[src/rtl/bus_fault_pkg.sv]
package bus_fault_pkg;
  localparam int unsigned FLT_ADDR_W = 32;
  localparam int unsigned FLT_DATA_W = 32;
  localparam int unsigned FLT_SEL_W  = 4;
  localparam int unsigned CTL_ADDR_W = 12;
  localparam int unsigned CTL_DATA_W = 32;

  // Control register offsets (byte addresses)
  localparam logic [CTL_ADDR_W-1:0] OFS_STATUS = 12'h000;
  localparam logic [CTL_ADDR_W-1:0] OFS_FADDR  = 12'h00C;

  typedef enum logic [1:0] {
    REG_STATUS = 2'd0,
    REG_FADDR  = 2'd1,
    REG_NONE   = 2'd2
  } ctl_reg_e;
endpackage

[src/rtl/fault_port.sv]
module fault_port (
  input  logic clk,
  input  logic rst,
  input  logic cyc,
  input  logic stb,
  output logic ack,
  output logic take
);
  logic busy_q;
  logic ack_q;

  // A fault is taken once per strobe assertion
  assign take = cyc && stb && !busy_q;

  always_ff @(posedge clk) begin
    if (rst) begin
      busy_q <= 1'b0;
      ack_q  <= 1'b0;
    end else begin
      ack_q <= take;
      if (take)
        busy_q <= 1'b1;
      else if (!(cyc && stb))
        busy_q <= 1'b0;
    end
  end

  assign ack = ack_q;
endmodule

[src/rtl/fault_latch.sv]
module fault_latch #(
  parameter int unsigned ADDR_W = 32
) (
  input  logic              clk,
  input  logic              rst,
  input  logic              take,
  input  logic [ADDR_W-1:0] take_adr,
  input  logic              clear,
  output logic              pending,
  output logic [ADDR_W-1:0] addr
);
  logic              pend_q;
  logic [ADDR_W-1:0] addr_q;
  logic              open_slot;

  // A clear in the same cycle frees the slot for the incoming fault
  assign open_slot = !pend_q || clear;

  always_ff @(posedge clk) begin
    if (rst) begin
      pend_q <= 1'b0;
      addr_q <= '0;
    end else begin
      if (take) begin
        pend_q <= 1'b1;
        if (open_slot)
          addr_q <= take_adr;
      end else if (clear) begin
        pend_q <= 1'b0;
      end
    end
  end

  assign pending = pend_q;
  assign addr    = addr_q;
endmodule

[src/rtl/ctl_port.sv]
module ctl_port
  import bus_fault_pkg::*;
#(
  parameter int unsigned AW     = CTL_ADDR_W,
  parameter int unsigned DW     = CTL_DATA_W,
  parameter int unsigned FAW    = FLT_ADDR_W,
  parameter logic [AW-1:0] STATUS_OFS = OFS_STATUS,
  parameter logic [AW-1:0] FADDR_OFS  = OFS_FADDR
) (
  input  logic           clk,
  input  logic           rst,
  input  logic [AW-1:0]  adr,
  input  logic [DW-1:0]  wdat,
  input  logic           cyc,
  input  logic           stb,
  input  logic           we,
  input  logic           pending,
  input  logic [FAW-1:0] fault_addr,
  output logic [DW-1:0]  rdat,
  output logic           ack,
  output logic           clear
);
  logic          ack_q;
  logic [DW-1:0] rdat_q;
  logic          accept;
  ctl_reg_e      sel;
  logic [DW-1:0] rd_val;

  assign accept = cyc && stb && !ack_q;

  always_comb begin
    if (adr == STATUS_OFS)
      sel = REG_STATUS;
    else if (adr == FADDR_OFS)
      sel = REG_FADDR;
    else
      sel = REG_NONE;
  end

  always_comb begin
    rd_val = '0;
    unique case (sel)
      REG_STATUS: rd_val[0] = pending;
      REG_FADDR:  rd_val[FAW-1:0] = fault_addr;
      default:    rd_val = '0;
    endcase
  end

  assign clear = accept && we && (sel == REG_STATUS) && wdat[0];

  always_ff @(posedge clk) begin
    if (rst) begin
      ack_q  <= 1'b0;
      rdat_q <= '0;
    end else begin
      ack_q  <= accept;
      rdat_q <= (accept && !we) ? rd_val : '0;
    end
  end

  assign ack  = ack_q;
  assign rdat = rdat_q;
endmodule

[src/rtl/bus_fault_capture.sv]
module bus_fault_capture
  import bus_fault_pkg::*;
#(
  parameter int unsigned FAW = FLT_ADDR_W,
  parameter int unsigned FDW = FLT_DATA_W,
  parameter int unsigned FSW = FLT_SEL_W,
  parameter int unsigned CAW = CTL_ADDR_W,
  parameter int unsigned CDW = CTL_DATA_W
) (
  input  logic           clk,
  input  logic           rst,
  output logic           irq,
  input  logic [CAW-1:0] ctl_adr,
  input  logic [CDW-1:0] ctl_wdat,
  output logic [CDW-1:0] ctl_rdat,
  input  logic           ctl_cyc,
  input  logic           ctl_stb,
  input  logic           ctl_we,
  output logic           ctl_ack,
  input  logic [FAW-1:0] flt_adr,
  input  logic [FDW-1:0] flt_wdat,
  input  logic [FSW-1:0] flt_sel,
  input  logic           flt_cyc,
  input  logic           flt_stb,
  input  logic           flt_we,
  output logic           flt_ack
);
  logic           take;
  logic           clr_req;
  logic           pend;
  logic [FAW-1:0] cap_addr;

  fault_port u_fport (
    .clk  (clk),
    .rst  (rst),
    .cyc  (flt_cyc),
    .stb  (flt_stb),
    .ack  (flt_ack),
    .take (take)
  );

  fault_latch #(.ADDR_W(FAW)) u_latch (
    .clk      (clk),
    .rst      (rst),
    .take     (take),
    .take_adr (flt_adr),
    .clear    (clr_req),
    .pending  (pend),
    .addr     (cap_addr)
  );

  ctl_port #(.AW(CAW), .DW(CDW), .FAW(FAW)) u_ctl (
    .clk        (clk),
    .rst        (rst),
    .adr        (ctl_adr),
    .wdat       (ctl_wdat),
    .cyc        (ctl_cyc),
    .stb        (ctl_stb),
    .we         (ctl_we),
    .pending    (pend),
    .fault_addr (cap_addr),
    .rdat       (ctl_rdat),
    .ack        (ctl_ack),
    .clear      (clr_req)
  );

  assign irq = pend;
endmodule

[config.mk]
export PLATFORM = sky130hd
export DESIGN_NAME = bus_fault_capture
export DESIGN_NICKNAME = d
export VERILOG_FILES = /design/src/rtl/bus_fault_pkg.sv /design/src/rtl/fault_port.sv /design/src/rtl/fault_latch.sv /design/src/rtl/ctl_port.sv /design/src/rtl/bus_fault_capture.sv
export SDC_FILE = /design/constraint.sdc
export NUM_CORES = 1
export LEC_CHECK = 0
export ABC_AREA = 1
export BUFFER_PORTS_ARGS = -buffer_cell sky130_fd_sc_hd__buf_2
export CAP_MARGIN = 20
export CORE_MARGIN = 3
export CORE_UTILIZATION = 35
export CTS_CLUSTER_SIZE = 12
export DETAILED_ROUTE_END_ITERATION = 8
export PLACE_DENSITY = 0.67
export SLEW_MARGIN = 20
export SYNTH_ARGS = -nofsm -noshare
export SYNTH_HDL_FRONTEND = slang
export SYNTH_SLANG_ARGS = --single-unit
[constraint.sdc]
create_clock -name clk -period 2.28 [get_ports clk]
set_input_delay 0 -clock clk [delete_from_list [all_inputs] [get_ports clk]]
set_output_delay 0 -clock clk [all_outputs]
set_load 0.02 [all_outputs]
==> results of run 1 <==
==> report_power, final <==
part / internal [mW] / switching (mW) / leakage [nW]
Clock: 0.611 / 0.449 / 0.102
Combinational: 0.136 / 0.134 / 1.12
Sequential: 1.23 / 0.0215 / 0.554
==> layout by cell type, fill, tap and decap left out, drive strengths merged <==
master,n
nor2,74
nand2,38
nor3,2
buf,91
dlygate4sd3,36
a21oi,33
nand3,35
nand4,1
dfxtp,68
inv,71
and2,1
clkinvlp,2
bufinv,2
clkbuf,9
clkinv,1
o21ai,1
==> cell type report <==
cell class / count / area (µm²) / area share (%)
clock inverters: 6 / 88.8 / 2.47
repair buffers: 127 / 848 / 23.5
multi-input cells: 185 / 798 / 22.2
well taps: 96 / 120 / 3.33
clock buffers: 9 / 124 / 3.44
flip-flops and latches: 68 / 1360 / 37.8
inverters: 70 / 263 / 7.29
==> Yosys cell counts <==
master | count | share of area (%)
buf_1 | 2 | 0.29
inv_1 | 70 | 10
buf_2 | 9 | 1.8
clkbuf_1 | 2 | 0.29
nor3_1 | 2 | 0.39
nand2_1 | 38 | 5.6
o21ai_0 | 1 | 0.20
nand3_1 | 35 | 6.9
buf_6 | 6 | 2.6
and2_1 | 1 | 0.25
buf_4 | 1 | 0.29
nand4_1 | 1 | 0.25
nor2_1 | 73 | 11
dfxtp_1 | 68 | 53
a21oi_1 | 33 | 6.5
nor2_2 | 1 | 0.25
==> layer usage <==
layer | wire, µm | part of all wire [%] | track usage, % | up-vias
met5 | 0 | 0 | 0 | -
met4 | 75 | 1.3 | 7.29 | 0
met3 | 246 | 4.1 | 3.07 | 9
met2 | 2970 | 50 | 26.2 | 55
met1 | 2640 | 45 | 17.2 | 1038
li1 | - | - | - | 1259
==> critical path, stage by stage, from the launching register on <==
cell           delay (ps)
dfxtp_1               310
inv_1                  50
nand3_1                80
dlygate4sd3_1         580
nor2_1                120
nand2_1                80
nor2_1                140
inv_1                 270
buf_8                 260
nor2_1                100
==> registers in the layout (all words and copies together) (netlist names) <==
name	count
u_fport.ack	1
u_fport.busy_q	1
u_latch.pending	1
u_ctl.ack	1
u_latch.addr	32
u_ctl.rdat	32
==> through the flow <==
step / power [mW] / utilization, % / hold slack [ps]
after global placement: 1.49 / 43.4 / 244
after floorplan: 1.43 / - / 69.1
after global routing: 2.71 / 51.9 / 34.7
after CTS: 2.61 / 51.7 / 1.12
after detailed placement: 1.50 / 43.4 / 257
final: 2.58 / 51.9 / 11.5
==> logic make-up after synthesis <==
group           count (synthesis)
simple gates                  151
buf+inv                        90
flops                          68
compound gates                 34
==> worst paths after layout <==
kind                                              startpoint                           end  slack, ps  depth (start not counted)
worst max-delay path                    u_ctl.ack$_SDFF_PP0_     u_ctl.rdat[16]$_SDFF_PP0_        230                          9
worst min-delay path                              flt_adr[2]  u_latch.addr[2]$_SDFFE_PP0P_         10                          5
worst min register to register  u_latch.addr[8]$_SDFFE_PP0P_      u_ctl.rdat[8]$_SDFF_PP0_        420                          2
worst max register to register          u_ctl.ack$_SDFF_PP0_     u_ctl.rdat[16]$_SDFF_PP0_        230                          9
==> impl_metrics.tcl, run 1 <==
set metrics [dict create \
    layout-drive-gt1-share_pct 23.4 \
    clk_latency_ps 330 \
    htree_num_levels 3 \
    ctsLongestPathBuffers 2 \
    power_density_nw_per_um2 716 \
    synth_fp_nets 463 \
    arrival_ps 2320 \
    rsz0062_at_grt "no" \
    via_count 2361 \
    hold_violations 0 \
    cp_max_fo 16 \
    synth-compound-area-share_pct 6.67 \
    globalplace.congestion 0.728 \
    wl_mm 5.93 \
    coreArea_um2 6940 \
    drv_cap 0 \
    cts_resized 0 \
    dp_hpwl_mm 3.62 \
    setup_viol 0 \
    wl_per_cell_um 10.6 \
    diodes 0 \
    initial_core_util_pct 36.7 \
    synth_cells 343 \
    die_w_um 91.4 \
    antenna_found_initial 0 \
    syn_area_per_cell_um2 7.43 \
    setup_tns_ps 0 \
    final_area_um2 3600 \
    fin_crit_ps 2050 \
    slew_viol_final 0 \
    cp-start-kind "flop" \
    cts_tree "built" \
    numCtsBuffers 9 \
    ir_worst_vdd_v 0.000364 \
    drc 0 \
    max-slew-margin-rel_pct 60.6 \
    finalNetCount 581 \
    yosysWarnings 0 \
    synthSimpleGateAreaFrac_pct 24.3 \
    grt_max_degree 38 \
    worst-setup-path-type "reg -> reg" \
    drt-vias-per-instance 4.21 \
    synth_xor_area_share_pct 0 \
    clk_pin_slew_worst_paths_ps 70 \
    p_leak_nw 1.77 \
    ys_ff_latch 68 \
    first_global_vias 2308 \
    status "complete, no violations" \
    first_pass_iters 4 \
    fill_cells 669 \
    end_kind "flop" \
    synth_top_family_by_area "simple AND/OR/NAND/NOR gates" \
    postPlaceCellArea_um2 3020 \
    clock_sinks 68 \
    place_ws_ps 578 \
    io_pins 155 \
    io_buffers 86 \
    cts_root_buffer "clkbuf_8" \
    synthMuxAreaShare_pct 0 \
    syn-cell-area_um2 2550 \
    post-route-period-util_pct 89.8 \
    drt_iter0_markers 90 \
    synth.distinct_cells 16 \
    die_h_um 91.4 \
    hp-class "in -> reg" \
    area_growth_pct 41.3 \
    cp.required_ps 2550 \
    ant_nets 0 \
    fin_cells 561 \
    skew_ps 5.95 \
    max_freq_mhz 488 \
    die_area_um2 8350 \
    grt_usage_pct 14.9 \
    dp_cells 509 \
    ctsHoldBuffers 36 \
    seq_area_frac_synth_pct 53.4 \
    synthAdderAreaFrac_pct 0 \
    rows 30 \
    grt_first_pass_wirelength_mm 10.1 \
    globalRouteOverflowTotal 0 \
    layout_setup_ws_ps 232 \
    cts_setup_buffers 0 \
    tightestPinTransition_ps 590 \
]
Note: power is estimated with default switching activity, not from simulation.
==> run 2: changes to the inputs <==
Settings changed: PLACE_DENSITY 0.67 to not set, SYNTH_HIERARCHICAL set to 1.
==> run 2 against run 1 <==
Sequential share of layout area down 2.7 points. Non-clock buffer count fell by 3. Cell area increased by 7.7%. Critical path type unchanged. Critical endpoint is now u_ctl/rdat[11]$_SDFF_PP0_.
==> impl_metrics.tcl, run 2 <==
set metrics [dict create \
    yosysWarnings 6 \
    drt_iter0_markers 39 \
    grt_first_pass_wirelength_mm 10.5 \
    synthTopCellsByCount "dfxtp_1, inv_1, nor2_1" \
    hp-class "in -> reg" \
    final_area_um2 3880 \
    r2r_start "u_ctl/ack$_SDFF_PP0_" \
    yosysTopAreaCell "dfxtp_1" \
    rsz0062_at_grt "no" \
    cp_max_fo 17 \
    grt_max_degree 66 \
    first_global_vias 2365 \
    via_count 2436 \
    cts_root_buffer "clkbuf_8" \
    fin_crit_ps 1500 \
    setup_tns_ps 0 \
    post-route-period-util_pct 65.9 \
    cts_tree "built" \
    initial_core_util_pct 37.0 \
    ys_ff_latch 68 \
    area_growth_pct 32.4 \
    die_w_um 97.5 \
    ctsLongestPathBuffers 2 \
    max-slew-margin-rel_pct 36.3 \
    synth_cells 349 \
    syn_area_per_cell_um2 8.40 \
    dp_hpwl_mm 3.88 \
    clk_pin_slew_worst_paths_ps 70 \
    max_freq_mhz 666 \
    drv_cap 0 \
    slew_viol_final 0 \
    async_flop_share_pct 0 \
    htree_num_levels 3 \
    synth_top_flop_cell "dfxtp_1" \
    r2r_end "u_ctl/rdat[11]$_SDFF_PP0_" \
    synth_edf_count 0 \
    min_to "u_latch/addr[31]$_SDFFE_PP0P_" \
    grt_usage_pct 13.4 \
    fin_cells 568 \
    layout_common_cells "buf_2, inv_1, dfxtp_1" \
    cp.required_ps 2460 \
    status "complete, no violations" \
    cp-start-kind "flop" \
    io_buffers 86 \
    p_total_mw 2.54 \
    clk_latency_ps 330 \
    hold_start "flt_adr[31]" \
    synth.distinct_cells 18 \
    antenna_found_initial 0 \
    ctsHoldBuffers 33 \
    p_leak_nw 1.76 \
    postPlaceCellArea_um2 3350 \
    layout-drive-gt1-share_pct 36.1 \
    die_h_um 97.5 \
    first_pass_iters 4 \
    fill_cells 801 \
    worst-setup-path-type "reg -> reg" \
    globalRouteOverflowTotal 0 \
    arrival_ps 1680 \
    whs_path_depth 5 \
    synth.area.top_cells "dfxtp_1, nor3_2, inv_1, nand3_2, a21oi_1" \
    end_kind "flop" \
    dp_cells 519 \
    hold_violations 0 \
    drt-vias-per-instance 4.29 \
    tightestPinTransition_ps 953 \
    timing.reg2reg.setup_slack_ps 780 \
    final_common_cell "buf_2" \
    ir_worst_vdd_v 0.000302 \
    synth_fp_nets 469 \
    finalNetCount 581 \
    globalplace.congestion 0.736 \
    multiInputGateArea_um2 1120 \
    syn-cell-area_um2 2930 \
    ant_nets 0 \
    setup_viol 0 \
    die_area_um2 9510 \
    cts_resized 0 \
    drc 0 \
    rows 32 \
    seq_area_frac_synth_pct 46.4 \
    cts_setup_buffers 0 \
    wl_per_cell_um 10.9 \
    wl_mm 6.18 \
    power_density_nw_per_um2 655 \
    reg2reg_depth 6 \
    diodes 0 \
    clock_sinks 68 \
    skew_ps 5.63 \
    synth_top_cell_area_share_pct 46.4 \
    io_pins 155 \
    seqCellArea_um2 1360 \
    numCtsBuffers 9 \
    coreArea_um2 7930 \
]
run 2: cell count changes in the layout (fill, tap and decap cells not counted), moves of 3 or more:
cell	previous run	this run
dlygate4sd3_1	36	33
nand2_2	1	4
nand3_1	35	13
nand3_2	0	20
nor2_1	73	40
nor3_2	1	31
run 2: cell type report:
cell class                      count  share of cell area [%]
Tap cell                          102                    3.29
Timing Repair Buffer              124                    20.9
Sequential cell                    68                    35.1
Inverter                           69                    6.67
Multi-Input combinational cell    189                    28.9
Clock buffer                       10                    3.54
Clock inverter                      6                    1.64
run 2: where the power goes:
group | total [mW] | switching, mW | internal [mW]
Sequential | 1.25 | 0.0211 | 1.23
Combinational | 0.297 | 0.158 | 0.139
Clock | 0.997 | 0.464 | 0.533
Total | 2.54 | 0.643 | 1.90
run 2: worst max path at each step:
stage | start | slack, ps | to
finish | u_ctl/ack$_SDFF_PP0_ | 780 | u_ctl/rdat[11]$_SDFF_PP0_
global route | u_ctl/ack$_SDFF_PP0_ | 590 | u_latch/addr[31]$_SDFFE_PP0P_
CTS | u_ctl/ack$_SDFF_PP0_ | 740 | u_ctl/rdat[11]$_SDFF_PP0_
detailed placement | ctl_adr[2] | 710 | u_latch/addr[31]$_SDFFE_PP0P_
global placement | ctl_adr[2] | 730 | u_latch/addr[31]$_SDFFE_PP0P_
floorplan | u_ctl/ack$_SDFF_PP0_ | 970 | u_latch/addr[0]$_SDFFE_PP0P_
run 2: cells by family (layout without fill, tap and decap cells):
family          Yosys count  after routing  synth area share, %
compound gates           33             33                 5.63
buf+inv                  92            209                 15.7
flops                    68             68                 46.4
simple gates            156            156                 32.3
run 2: stage by stage:
| stage | setup WS, ps | hold WS, ps | util (%) |
|---|---|---|---|
| 2_1_floorplan | 969 | 69.1 | - |
| 3_3_place_gp | 726 | 237 | 42.3 |
| 3_5_place_dp | 705 | 238 | 42.3 |
| 4_1_cts | 739 | 1.82 | 49.0 |
| 5_1_grt | 586 | 19.0 | 49.0 |
| 6_report | 778 | 7.80 | 49.0 |
run 2: critical path: stages, from the launching register on:
cell and delay (ps):
dfxtp_1 340, nor2_2 50, nand2_1 80, inv_2 40
nand2_2 350, buf_4 380, nor3_1 90
run 2: per-layer routing:
layer	GRT usage (%)	wire (µm)
met5	0	0
met4	4.26	64
met3	4.16	304
met2	23.3	3070
met1	15.8	2740
==> run 3: changes to the inputs <==
Clock period 2.28 ns to 1.5 ns, I/O delays scaled along.
==> run 3 against run 2 <==
Utilization increased by 2.0 points. Flip-flop and latch count unchanged. Routed wire length increased by 1.9%. Final cell count increased by 1.6%. First-iteration DRC count increased by 7.7%. Critical path depth increased by 3. Sequential power increased by 52%. Critical endpoint is now u_latch/addr[16]$_SDFFE_PP0P_.
==> impl_metrics.tcl, run 3 (same netlist as run 2, synthesis figures left out) <==
set metrics [dict create \
    cp_max_fo 22 \
    globalRouteOverflowTotal 0 \
    layout_setup_ws_ps 175 \
    io_pins 155 \
    grt_max_degree 66 \
    power_density_nw_per_um2 1010 \
    die_h_um 97.5 \
    wl_mm 6.30 \
    die_area_um2 9510 \
    die_w_um 97.5 \
    final_area_um2 4040 \
    worst-setup-path-type "reg -> reg" \
    htree_num_levels 3 \
    ctsLongestPathBuffers 2 \
    path_cells "nor2_2 -> nand3_1 -> nor2_1 -> inv_1 -> nand2_4 -> buf_12 -> nand3_2 -> nand2_1 -> nor2_1" \
    slowest_stage "dfxtp_1" \
    postPlaceCellArea_um2 3430 \
    post-route-period-util_pct 88.4 \
    cts_tree "built" \
    rsz0062_at_grt "no" \
    numCtsBuffers 9 \
    path_depth 9 \
    cts_root_buffer "clkbuf_8" \
    io_buffers 86 \
    setup_viol 0 \
    coreArea_um2 7930 \
    hp-class "in -> reg" \
    r2r_end "u_latch/addr[16]$_SDFFE_PP0P_" \
    grt_first_pass_wirelength_mm 10.3 \
    tightestPinTransition_ps 351 \
    seqCellArea_um2 1360 \
    initial_core_util_pct 37.0 \
    min_to "u_ctl/rdat[0]$_SDFF_PP0_" \
    via_count 2469 \
    ant_nets 0 \
    place_ws_ps 89.9 \
    diodes 0 \
    setup_tns_ps 0 \
    end_kind "flop" \
    multiInputGateArea_um2 1130 \
    p_leak_nw 1.85 \
    drv_cap 0 \
    hold_start "ctl_adr[2]" \
    area_growth_pct 37.9 \
    clk_latency_ps 340 \
    cp_common_cell "nor2_1" \
    cp-start-kind "flop" \
    fill_cells 784 \
    drc 0 \
    rows 32 \
    clk_pin_slew_worst_paths_ps 70 \
    arrival_ps 1560 \
    fin_crit_ps 1330 \
    drt_iter0_markers 42 \
    first_pass_iters 4 \
    final_common_cell "buf_2" \
    finalNetCount 590 \
    grt_usage_pct 13.4 \
    antenna_found_initial 0 \
    first_global_vias 2327 \
    timing.reg2reg.setup_slack_ps 170 \
    hold_violations 0 \
    whs_ps 32.0 \
    wl_per_cell_um 10.9 \
    max_freq_mhz 754 \
    path_buf_inv 2 \
    reg2reg_depth 9 \
    whs_path_depth 5 \
    cp.required_ps 1730 \
    r2r_start "u_ctl/ack$_SDFF_PP0_" \
    max-slew-margin-rel_pct 76.6 \
    slew_viol_final 0 \
    dp_hpwl_mm 3.93 \
    globalplace.congestion 0.713 \
    status "complete, no violations" \
    drt-vias-per-instance 4.28 \
    skew_ps 5.08 \
    layout_common_cells "buf_2, inv_1, dfxtp_1" \
    clock_sinks 68 \
    layout-drive-gt1-share_pct 36.6 \
    ir_worst_vdd_v 0.000404 \
    slowest_delay_ps 330 \
    crit_family "simple AND/OR/NAND/NOR gates" \
]
==> run 3: routing by layer <==
| metal | vias up | GRT usage, % | routed length, µm |
|---|---|---|---|
| li1 | 1304 | - | - |
| met2 | 62 | 22.8 | 3080 |
| met4 | 0 | 5.96 | 131 |
| met1 | 1090 | 15.4 | 2760 |
| met3 | 13 | 4.09 | 322 |
| met5 | - | 0 | 0 |
==> run 3: how the worst max path moves through the flow <==
stage / slack [ps] / startpoint / to
global placement: 120 / ctl_adr[2] / u_latch/addr[2]$_SDFFE_PP0P_
global route: 4 / u_ctl/ack$_SDFF_PP0_ / u_latch/addr[31]$_SDFFE_PP0P_
detailed placement: 90 / ctl_adr[2] / u_latch/addr[2]$_SDFFE_PP0P_
CTS: 130 / u_ctl/ack$_SDFF_PP0_ / u_latch/addr[8]$_SDFFE_PP0P_
finish: 170 / u_ctl/ack$_SDFF_PP0_ / u_latch/addr[16]$_SDFFE_PP0P_
floorplan: 190 / u_ctl/ack$_SDFF_PP0_ / u_latch/addr[0]$_SDFFE_PP0P_
==> run 3: worst register-to-register path: stages, from the launching register on <==
cell	delay, ps
dfxtp_1	330
nor2_2	140
nand3_1	80
nor2_1	100
inv_1	70
nand2_4	130
buf_12	180
nand3_2	80
nand2_1	70
nor2_1	40
==> run 3: area by class of cell <==
type | instances | share of cell area [%]
well taps | 102 | 3.16
clock buffers | 10 | 3.40
repair buffers | 133 | 23.4
inverters | 69 | 6.40
multi-input cells | 189 | 27.9
flip-flops and latches | 68 | 33.7
clock inverters | 6 | 2.13
==> run 3: stage by stage <==
stage	instances	power (mW)	utilization [%]
2_1_floorplan	349	2.23	-
3_3_place_gp	524	2.34	43.2
3_5_place_dp	524	2.35	43.2
4_1_cts	576	4.12	50.6
5_1_grt	577	4.28	51.0
6_report	577	4.09	51.0
==> run 3: timing repair <==
action,4_1_cts,5_1_grt
endpoints found under the hold margin,37,0
buffers inserted,0,0
endpoints found under the setup margin,0,6
hold buffers,36,0
resized for setup,0,2
==> run 3: power by group <==
part | internal [mW] | switching (mW) | total, mW
registers | 1.87 | 0.0325 | 1.90
clock network | 0.981 | 0.718 | 1.70
logic | 0.241 | 0.247 | 0.488
